$ cat src/rtl/dhs_pkg.sv
package dhs_pkg;
  typedef enum logic [1:0] {
    ST_RUN     = 2'd0,
    ST_HALTING = 2'd1,
    ST_CLK_OFF = 2'd2,
    ST_SCAN    = 2'd3
  } dhs_state_e;
endpackage

$ cat src/rtl/dhs_trig_router.sv
module dhs_trig_router #(
  parameter int N_SRC = 4,
  parameter int N_CMP = 3,
  parameter int SRC_W = $clog2(N_SRC + 1)
) (
  input  logic [N_SRC-1:0]       trig_i,
  input  logic                   force_i,
  input  logic [N_SRC*N_CMP-1:0] route_mask_i,
  output logic [N_CMP-1:0]       req_mask_o,
  output logic                   req_any_o,
  output logic                   force_hit_o,
  output logic [SRC_W-1:0]       first_src_o
);
  logic [N_SRC-1:0] src_hit;
  logic [N_CMP-1:0] src_req [N_SRC];

  // per-source qualification: a trigger counts only if it routes somewhere
  for (genvar s = 0; s < N_SRC; s++) begin : g_src
    assign src_hit[s] = trig_i[s] & (|route_mask_i[s*N_CMP +: N_CMP]);
    assign src_req[s] = trig_i[s] ? route_mask_i[s*N_CMP +: N_CMP] : '0;
  end

  always_comb begin
    req_mask_o = force_i ? '1 : '0;
    for (int s = 0; s < N_SRC; s++) begin
      req_mask_o = req_mask_o | src_req[s];
    end
  end

  // lowest source wins; forced stop reported only when no source qualified
  always_comb begin
    first_src_o = SRC_W'(N_SRC);
    for (int s = N_SRC - 1; s >= 0; s--) begin
      if (src_hit[s]) first_src_o = SRC_W'(s);
    end
  end

  assign req_any_o   = |req_mask_o;
  assign force_hit_o = force_i;
endmodule

$ cat src/rtl/dhs_seq_fsm.sv
module dhs_seq_fsm
  import dhs_pkg::*;
#(
  parameter int N_CMP   = 3,
  parameter int SRC_W   = 3,
  parameter int GAP_CYC = 2
) (
  input  logic             clk,
  input  logic             rst_n,
  input  logic [N_CMP-1:0] req_mask_i,
  input  logic             req_any_i,
  input  logic             force_hit_i,
  input  logic [SRC_W-1:0] first_src_i,
  input  logic [N_CMP-1:0] idle_i,
  input  logic [N_CMP-1:0] stop_mode_i,
  input  logic             resume_i,
  output dhs_state_e       state_o,
  output logic [N_CMP-1:0] halt_set_o,
  output logic [N_CMP-1:0] stop_set_o,
  output logic             sel_o,
  output logic [SRC_W-1:0] first_src_o
);
  localparam int CNT_W = (GAP_CYC > 1) ? $clog2(GAP_CYC) : 1;
  localparam logic [CNT_W-1:0] CNT_LOAD = CNT_W'(GAP_CYC - 1);

  dhs_state_e       state_q, state_d;
  logic             dir_q, dir_d;        // 1: heading to scan clock
  logic [CNT_W-1:0] cnt_q, cnt_d;
  logic [N_CMP-1:0] halt_q, halt_d;
  logic [N_CMP-1:0] stop_q, stop_d;
  logic             force_q, force_d;
  logic             sel_q, sel_d;
  logic [SRC_W-1:0] first_q, first_d;
  logic             all_idle;
  logic [N_CMP-1:0] stop_cand;

  assign all_idle  = &(idle_i | ~halt_q);
  assign stop_cand = halt_q & (stop_mode_i | {N_CMP{force_q}});

  always_comb begin
    state_d = state_q;
    dir_d   = dir_q;
    cnt_d   = cnt_q;
    halt_d  = halt_q;
    stop_d  = stop_q;
    force_d = force_q;
    sel_d   = sel_q;
    first_d = first_q;
    unique case (state_q)
      ST_RUN: begin
        if (req_any_i) begin
          state_d = ST_HALTING;
          halt_d  = req_mask_i;
          force_d = force_hit_i;
          first_d = first_src_i;
        end
      end
      ST_HALTING: begin
        if (resume_i) begin
          state_d = ST_RUN;
          halt_d  = '0;
          force_d = 1'b0;
        end else if (req_any_i) begin
          halt_d  = halt_q | req_mask_i;
          force_d = force_q | force_hit_i;
        end else if (all_idle && (|stop_cand)) begin
          state_d = ST_CLK_OFF;
          dir_d   = 1'b1;
          cnt_d   = CNT_LOAD;
          stop_d  = stop_cand;
        end
      end
      ST_CLK_OFF: begin
        if (cnt_q == '0) begin
          if (dir_q) begin
            state_d = ST_SCAN;
            sel_d   = 1'b1;
          end else begin
            state_d = ST_RUN;
            sel_d   = 1'b0;
            halt_d  = '0;
            stop_d  = '0;
            force_d = 1'b0;
          end
        end else begin
          cnt_d = cnt_q - 1'b1;
        end
      end
      ST_SCAN: begin
        if (resume_i) begin
          state_d = ST_CLK_OFF;
          dir_d   = 1'b0;
          cnt_d   = CNT_LOAD;
        end
      end
      default: state_d = ST_RUN;
    endcase
  end

  always_ff @(posedge clk or negedge rst_n) begin
    if (!rst_n) begin
      state_q <= ST_RUN;
      dir_q   <= 1'b0;
      cnt_q   <= '0;
      halt_q  <= '0;
      stop_q  <= '0;
      force_q <= 1'b0;
      sel_q   <= 1'b0;
      first_q <= '0;
    end else begin
      state_q <= state_d;
      dir_q   <= dir_d;
      cnt_q   <= cnt_d;
      halt_q  <= halt_d;
      stop_q  <= stop_d;
      force_q <= force_d;
      sel_q   <= sel_d;
      first_q <= first_d;
    end
  end

  assign state_o     = state_q;
  assign halt_set_o  = halt_q;
  assign stop_set_o  = stop_q;
  assign sel_o       = sel_q;
  assign first_src_o = first_q;


  idle_before_gate_chk: assert property (@(posedge clk) disable iff (!rst_n)
    (state_q == ST_CLK_OFF && $past(state_q) == ST_HALTING) |-> $past(all_idle));

  sel_only_in_gap_chk: assert property (@(posedge clk) disable iff (!rst_n)
    !$stable(sel_q) |-> $past(state_q) == ST_CLK_OFF);

  gap_hold_chk: assert property (@(posedge clk) disable iff (!rst_n)
    (state_q == ST_CLK_OFF && cnt_q != '0) |=> state_q == ST_CLK_OFF);
endmodule

$ cat src/rtl/dhs_clk_gate.sv
module dhs_clk_gate
  import dhs_pkg::*;
#(
  parameter int N_CMP = 3
) (
  input  logic             clk,
  input  logic             rst_n,
  input  dhs_state_e       state_i,
  input  logic [N_CMP-1:0] stop_set_i,
  output logic [N_CMP-1:0] func_en_o,
  output logic [N_CMP-1:0] test_en_o
);
  logic gated_phase;
  logic scan_phase;

  assign gated_phase = (state_i == ST_CLK_OFF) || (state_i == ST_SCAN);
  assign scan_phase  = (state_i == ST_SCAN);

  for (genvar i = 0; i < N_CMP; i++) begin : g_cmp
    assign func_en_o[i] = ~(stop_set_i[i] & gated_phase);
    assign test_en_o[i] = stop_set_i[i] & scan_phase;
  end


  en_exclusive_chk: assert property (@(posedge clk) disable iff (!rst_n)
    (func_en_o & test_en_o) == '0);
endmodule

$ cat src/rtl/dbg_halt_stop_ctl.sv
module dbg_halt_stop_ctl
  import dhs_pkg::*;
#(
  parameter int N_SRC   = 4,
  parameter int N_CMP   = 3,
  parameter int GAP_CYC = 2,
  localparam int SRC_W  = $clog2(N_SRC + 1)
) (
  input  logic                   clk,
  input  logic                   rst_n,
  input  logic [N_SRC-1:0]       trig_i,
  input  logic                   force_stop_i,
  input  logic [N_SRC*N_CMP-1:0] route_mask_i,
  input  logic [N_CMP-1:0]       stop_mode_i,
  input  logic [N_CMP-1:0]       idle_i,
  input  logic                   resume_i,
  output logic [N_CMP-1:0]       halt_o,
  output logic [N_CMP-1:0]       func_clk_en_o,
  output logic [N_CMP-1:0]       test_clk_en_o,
  output logic                   test_clk_sel_o,
  output logic [1:0]             state_o,
  output logic [SRC_W-1:0]       first_src_o
);
  logic [N_CMP-1:0] req_mask;
  logic             req_any;
  logic             force_hit;
  logic [SRC_W-1:0] first_src;
  dhs_state_e       state;
  logic [N_CMP-1:0] stop_set;

  dhs_trig_router #(.N_SRC(N_SRC), .N_CMP(N_CMP), .SRC_W(SRC_W)) u_router (
    .trig_i       (trig_i),
    .force_i      (force_stop_i),
    .route_mask_i (route_mask_i),
    .req_mask_o   (req_mask),
    .req_any_o    (req_any),
    .force_hit_o  (force_hit),
    .first_src_o  (first_src)
  );

  dhs_seq_fsm #(.N_CMP(N_CMP), .SRC_W(SRC_W), .GAP_CYC(GAP_CYC)) u_fsm (
    .clk         (clk),
    .rst_n       (rst_n),
    .req_mask_i  (req_mask),
    .req_any_i   (req_any),
    .force_hit_i (force_hit),
    .first_src_i (first_src),
    .idle_i      (idle_i),
    .stop_mode_i (stop_mode_i),
    .resume_i    (resume_i),
    .state_o     (state),
    .halt_set_o  (halt_o),
    .stop_set_o  (stop_set),
    .sel_o       (test_clk_sel_o),
    .first_src_o (first_src_o)
  );

  dhs_clk_gate #(.N_CMP(N_CMP)) u_gate (
    .clk        (clk),
    .rst_n      (rst_n),
    .state_i    (state),
    .stop_set_i (stop_set),
    .func_en_o  (func_clk_en_o),
    .test_en_o  (test_clk_en_o)
  );

  assign state_o = state;


  halt_idle_in_run_chk: assert property (@(posedge clk) disable iff (!rst_n)
    (state == ST_RUN) |-> (halt_o == '0));

  sel_scan_chk: assert property (@(posedge clk) disable iff (!rst_n)
    (state == ST_SCAN) |-> test_clk_sel_o);
endmodule

$ cat config.mk
export PLATFORM = sky130hd
export DESIGN_NAME = dbg_halt_stop_ctl
export DESIGN_NICKNAME = d
export VERILOG_FILES = /design/src/rtl/dhs_pkg.sv /design/src/rtl/dhs_trig_router.sv /design/src/rtl/dhs_seq_fsm.sv /design/src/rtl/dhs_clk_gate.sv /design/src/rtl/dbg_halt_stop_ctl.sv
export SDC_FILE = /design/constraint.sdc
export NUM_CORES = 1
export LEC_CHECK = 0
export ABC_AREA = 1
export BUFFER_PORTS_ARGS = -buffer_cell sky130_fd_sc_hd__buf_4
export CELL_PAD_IN_SITES_DETAIL_PLACEMENT = 0
export CELL_PAD_IN_SITES_GLOBAL_PLACEMENT = 1
export CORE_MARGIN = 4
export CORE_UTILIZATION = 33
export CTS_CLUSTER_SIZE = 30
export DETAILED_ROUTE_END_ITERATION = 8
export GPL_TIMING_DRIVEN = 1
export PLACE_DENSITY_LB_ADDON = 0.05
export SLEW_MARGIN = 40
export SYNTH_ARGS = -nofsm -noshare
export SYNTH_HDL_FRONTEND = slang
export SYNTH_SLANG_ARGS = --single-unit
$ cat constraint.sdc
create_clock -name clk -period 1.8 [get_ports clk]
set_clock_uncertainty 0.2 [all_clocks]
set_input_delay 0.36 -clock clk [delete_from_list [all_inputs] [get_ports clk]]
set_output_delay 0.36 -clock clk [all_outputs]
set_load 0.005 [all_outputs]
==> impl_metrics.py <==
metrics = {
    "outcome": {
        "status": "finished, final reports clean",
    },
    "placement": {
        "gp_congestion": 0.830,
        "pre_cts_slack_ps": 21.3,
        "port-buffer-count": 40,
        "hpwl_um": 2240,
    },
    "die": {
        "die_area_um2": 4260,
        "start_util": 0.349,
        "die_h_um": 65.3,
        "core_area_um2": 3100,
        "num_rows": 20,
        "fp.dieW_um": 65.3,
        "ios": 41,
    },
    "global_route": {
        "grt_max_degree": 16,
        "grt_pass1_vias": 1129,
        "track_usage": 0.144,
        "grt_pass1_wl_um": 4880,
        "antenna_found_initial": 0,
        "grt_overflow": 0,
        "busiest_layer": "met2",
        "grt_util_met1": 0.178,
        "met3_usage": 0.0188,
        "grtUsageMet2": 0.245,
    },
    "timing": {
        "slew_headroom": 0.849,
        "rsz0062_at_grt": "yes",
        "final-setup-viol-count": 0,
        "timing.final.crit_share": 0.994,
        "tightest_slew_ps": 225,
        "hold_violations": 0,
        "setup_tns_ps": 0,
        "drv_slew": 0,
        "fmax_mhz": 559,
        "layout_setup_ws_ps": 10.8,
        "finalCriticalPeriod_ps": 1790,
    },
    "finish": {
        "fillers": 339,
        "fin_util": 0.504,
        "antenna_cells": 0,
        "drive_above_1_share": 0.367,
        "multiInputGateArea_um2": 689,
        "seq_area_um2": 378,
        "final_net_count": 241,
        "area_delta_synth_final_pct": 44.5,
    },
    "clock_tree": {
        "htree_levels": 1,
        "cts_root_buffer": "clkbuf_4",
        "cts_tree": "built",
        "clk_pin_slew_ps": 100,
        "cts_num_sinks": 15,
        "cts_buffers": 3,
        "clkLatencyLatePin_ps": 290,
        "clk_path_buf_depth": 2,
    },
    "worst_setup_path": {
        "slowest_delay_ps": 480,
        "slowest_stage": "dfrtp_2",
        "worstSetupPathType": "reg2out",
        "r2r_cells": 8,
        "end_kind": "output port",
        "cp.arrival_ps": 1230,
        "crit_buf_inv": 1,
        "cp_max_fo": 10,
        "worstPathRequired_ps": 1240,
        "reg2reg_slack_ps": 80,
        "path_delay_family": "flip-flops",
        "crit_chain": "ha_4 -> o21ai_1 -> buf_4",
        "r2r-start": "u_fsm.state_o[0]",
        "start_kind": "flop",
        "r2r-end": "u_fsm.stop_set_o[1]",
    },
    "synthesis": {
        "avgSynthCellArea_um2": 6.68,
        "yosys-top-cells-area": "dfrtp_1 35%, nand2_1 21%, nand3_1 6.0%",
        "synthTopCellsByCount": "60 x nand2_1, 15 x dfrtp_1, 13 x inv_1, 13 x nand3_1, 12 x o21ai_1",
        "synth.top_cell.area_share": 0.347,
        "ys_types": 22,
        "synth.most_common_cell": "nand2_1",
        "dominantRegCellSynth": "dfrtp_1",
        "synth_area_um2": 1080,
        "yosysWarnings": 0,
        "synthCells": 162,
        "yosys_register_bits": 15,
        "yosysSeqAreaShare": 0.347,
        "synth_top_area_cell": "dfrtp_1",
        "synth_nets": 192,
        "synth_edf_count": 0,
        "async_flop_share": 1.00,
    },
    "hold_path": {
        "hp-class": "in2reg",
        "worstHoldStart": "force_stop_i",
        "worstHoldEndpoint": "u_fsm.force_q",
        "hold_depth": 5,
    },
    "route": {
        "vias_per_cell": 4.52,
        "detail_route.wl_per_cell_um": 11.1,
        "num_vias": 1148,
        "drc": 0,
        "drtIter0Drc": 23,
        "detail-route-antenna-nets": 0,
        "firstDrtPassIters": 4,
        "routed_wl_um": 2820,
    },
    "flow_run": {
        "drv_cap": 0,
    },
    "power_and_ir_drop": {
        "p_int_mw": 1.12,
        "pwr-share-clk": 0.100,
        "p_leak_nw": 0.797,
        "power_density_nw_per_um2": 1290,
        "switching_share": 0.446,
        "ir_drop_v": 0.000460,
        "seqPwrFrac": 0.313,
        "switching_power_mw": 0.903,
        "p_comb_frac": 0.586,
    },
}
==> placed cells by master (no fill, tap or decap), types with 2 or more instances in the layout <==
cell / instances
nand2_2: 2
nor2_2: 4
nand3_1: 13
o21ai_2: 3
clkbuf_4: 3
o21ai_1: 13
o21ai_0: 7
buf_4: 44
dfrtp_1: 13
inv_2: 6
dfrtp_2: 2
nand2_1: 59
nor2_1: 10
a21oi_1: 2
or2_2: 3
inv_1: 11
ha_4: 3
==> worst max path at each step <==
stage,startpoint,endpoint,cells past startpoint
2_1_floorplan,u_fsm.state_o[0],u_fsm.state_o[0],9
3_3_place_gp,u_fsm.state_o[0],u_fsm.state_o[0],8
3_5_place_dp,u_fsm.state_o[0],u_fsm.state_o[0],8
4_1_cts,u_fsm.state_o[0],func_clk_en_o[1],4
5_1_grt,u_fsm.state_o[1],func_clk_en_o[2],3
6_report,u_fsm.state_o[1],func_clk_en_o[2],3
==> cells by family after synthesis <==
group	after synthesis	synth area share
adder cells (fa/ha/maj)	4	0.0462
AND/OR/NAND/NOR	96	0.394
AO/OA/AOI/OAI	28	0.145
flip-flops	15	0.347
buffers and inverters	19	0.0682
==> power by group through the flow <==
stage / Sequential [mW] / Combinational, mW / Clock [mW]
2_1_floorplan: 0.603 / 0.708 / 0
3_3_place_gp: 0.619 / 1.06 / 0
3_5_place_dp: 0.624 / 1.07 / 0
4_1_cts: 0.625 / 1.14 / 0.213
5_1_grt: 0.665 / 1.35 / 0.232
6_report: 0.634 / 1.19 / 0.203
==> worst reg2reg max path, cell delays in order (launching register included) <==
cell and delay (ps):
dfrtp_2 460, buf_4 170, ha_4 180, nand2_1 90, o21ai_0 90, nor2_1 140
nand3_2 140, nand2_1 80, o21ai_1 60
==> flip-flops by register name, summed over array words and instances (netlist names) <==
signal / flops
u_fsm.halt_set_o: 3
u_fsm.sel_o: 1
u_fsm.first_src_o: 3
u_fsm.stop_set_o: 3
u_fsm.force_q: 1
u_fsm.state_o: 2
u_fsm.cnt_q: 1
u_fsm.dir_q: 1
==> stage by stage <==
stage / hold WS [ps] / area (um^2) / std cells / power [mW]
floorplan: -136 / 1080 / 162 / 1.31
global placement: 25.5 / 1440 / 246 / 1.68
detailed placement: 31.3 / 1440 / 246 / 1.70
CTS: 235 / 1530 / 254 / 1.98
global route: 275 / 1560 / 254 / 2.24
finish: 243 / 1560 / 254 / 2.03
==> layer usage <==
metal,vias to the layer above,part of all wire
met5,-,0
met4,0,0.013
met3,4,0.047
met2,30,0.50
met1,499,0.44
li1,615,-
==> cell type report <==
type | count | share of cell area
Sequential cell | 15 | 0.242
Clock buffer | 4 | 0.0168
Multi-Input combinational cell | 128 | 0.441
Timing Repair Buffer | 46 | 0.225
Inverter | 17 | 0.0408
Tap cell | 44 | 0.0352
==> repair_timing <==
item / 4_1_cts / 5_1_grt
gates resized for setup: 9 / 11
hold buffers: 1 / 0
endpoints found under the hold margin: 15 / 0
buffers inserted: 3 / 0
pin swaps: 0 / 1
endpoints found under the setup margin: 7 / 17
Note: power is estimated with default switching activity, not from simulation.
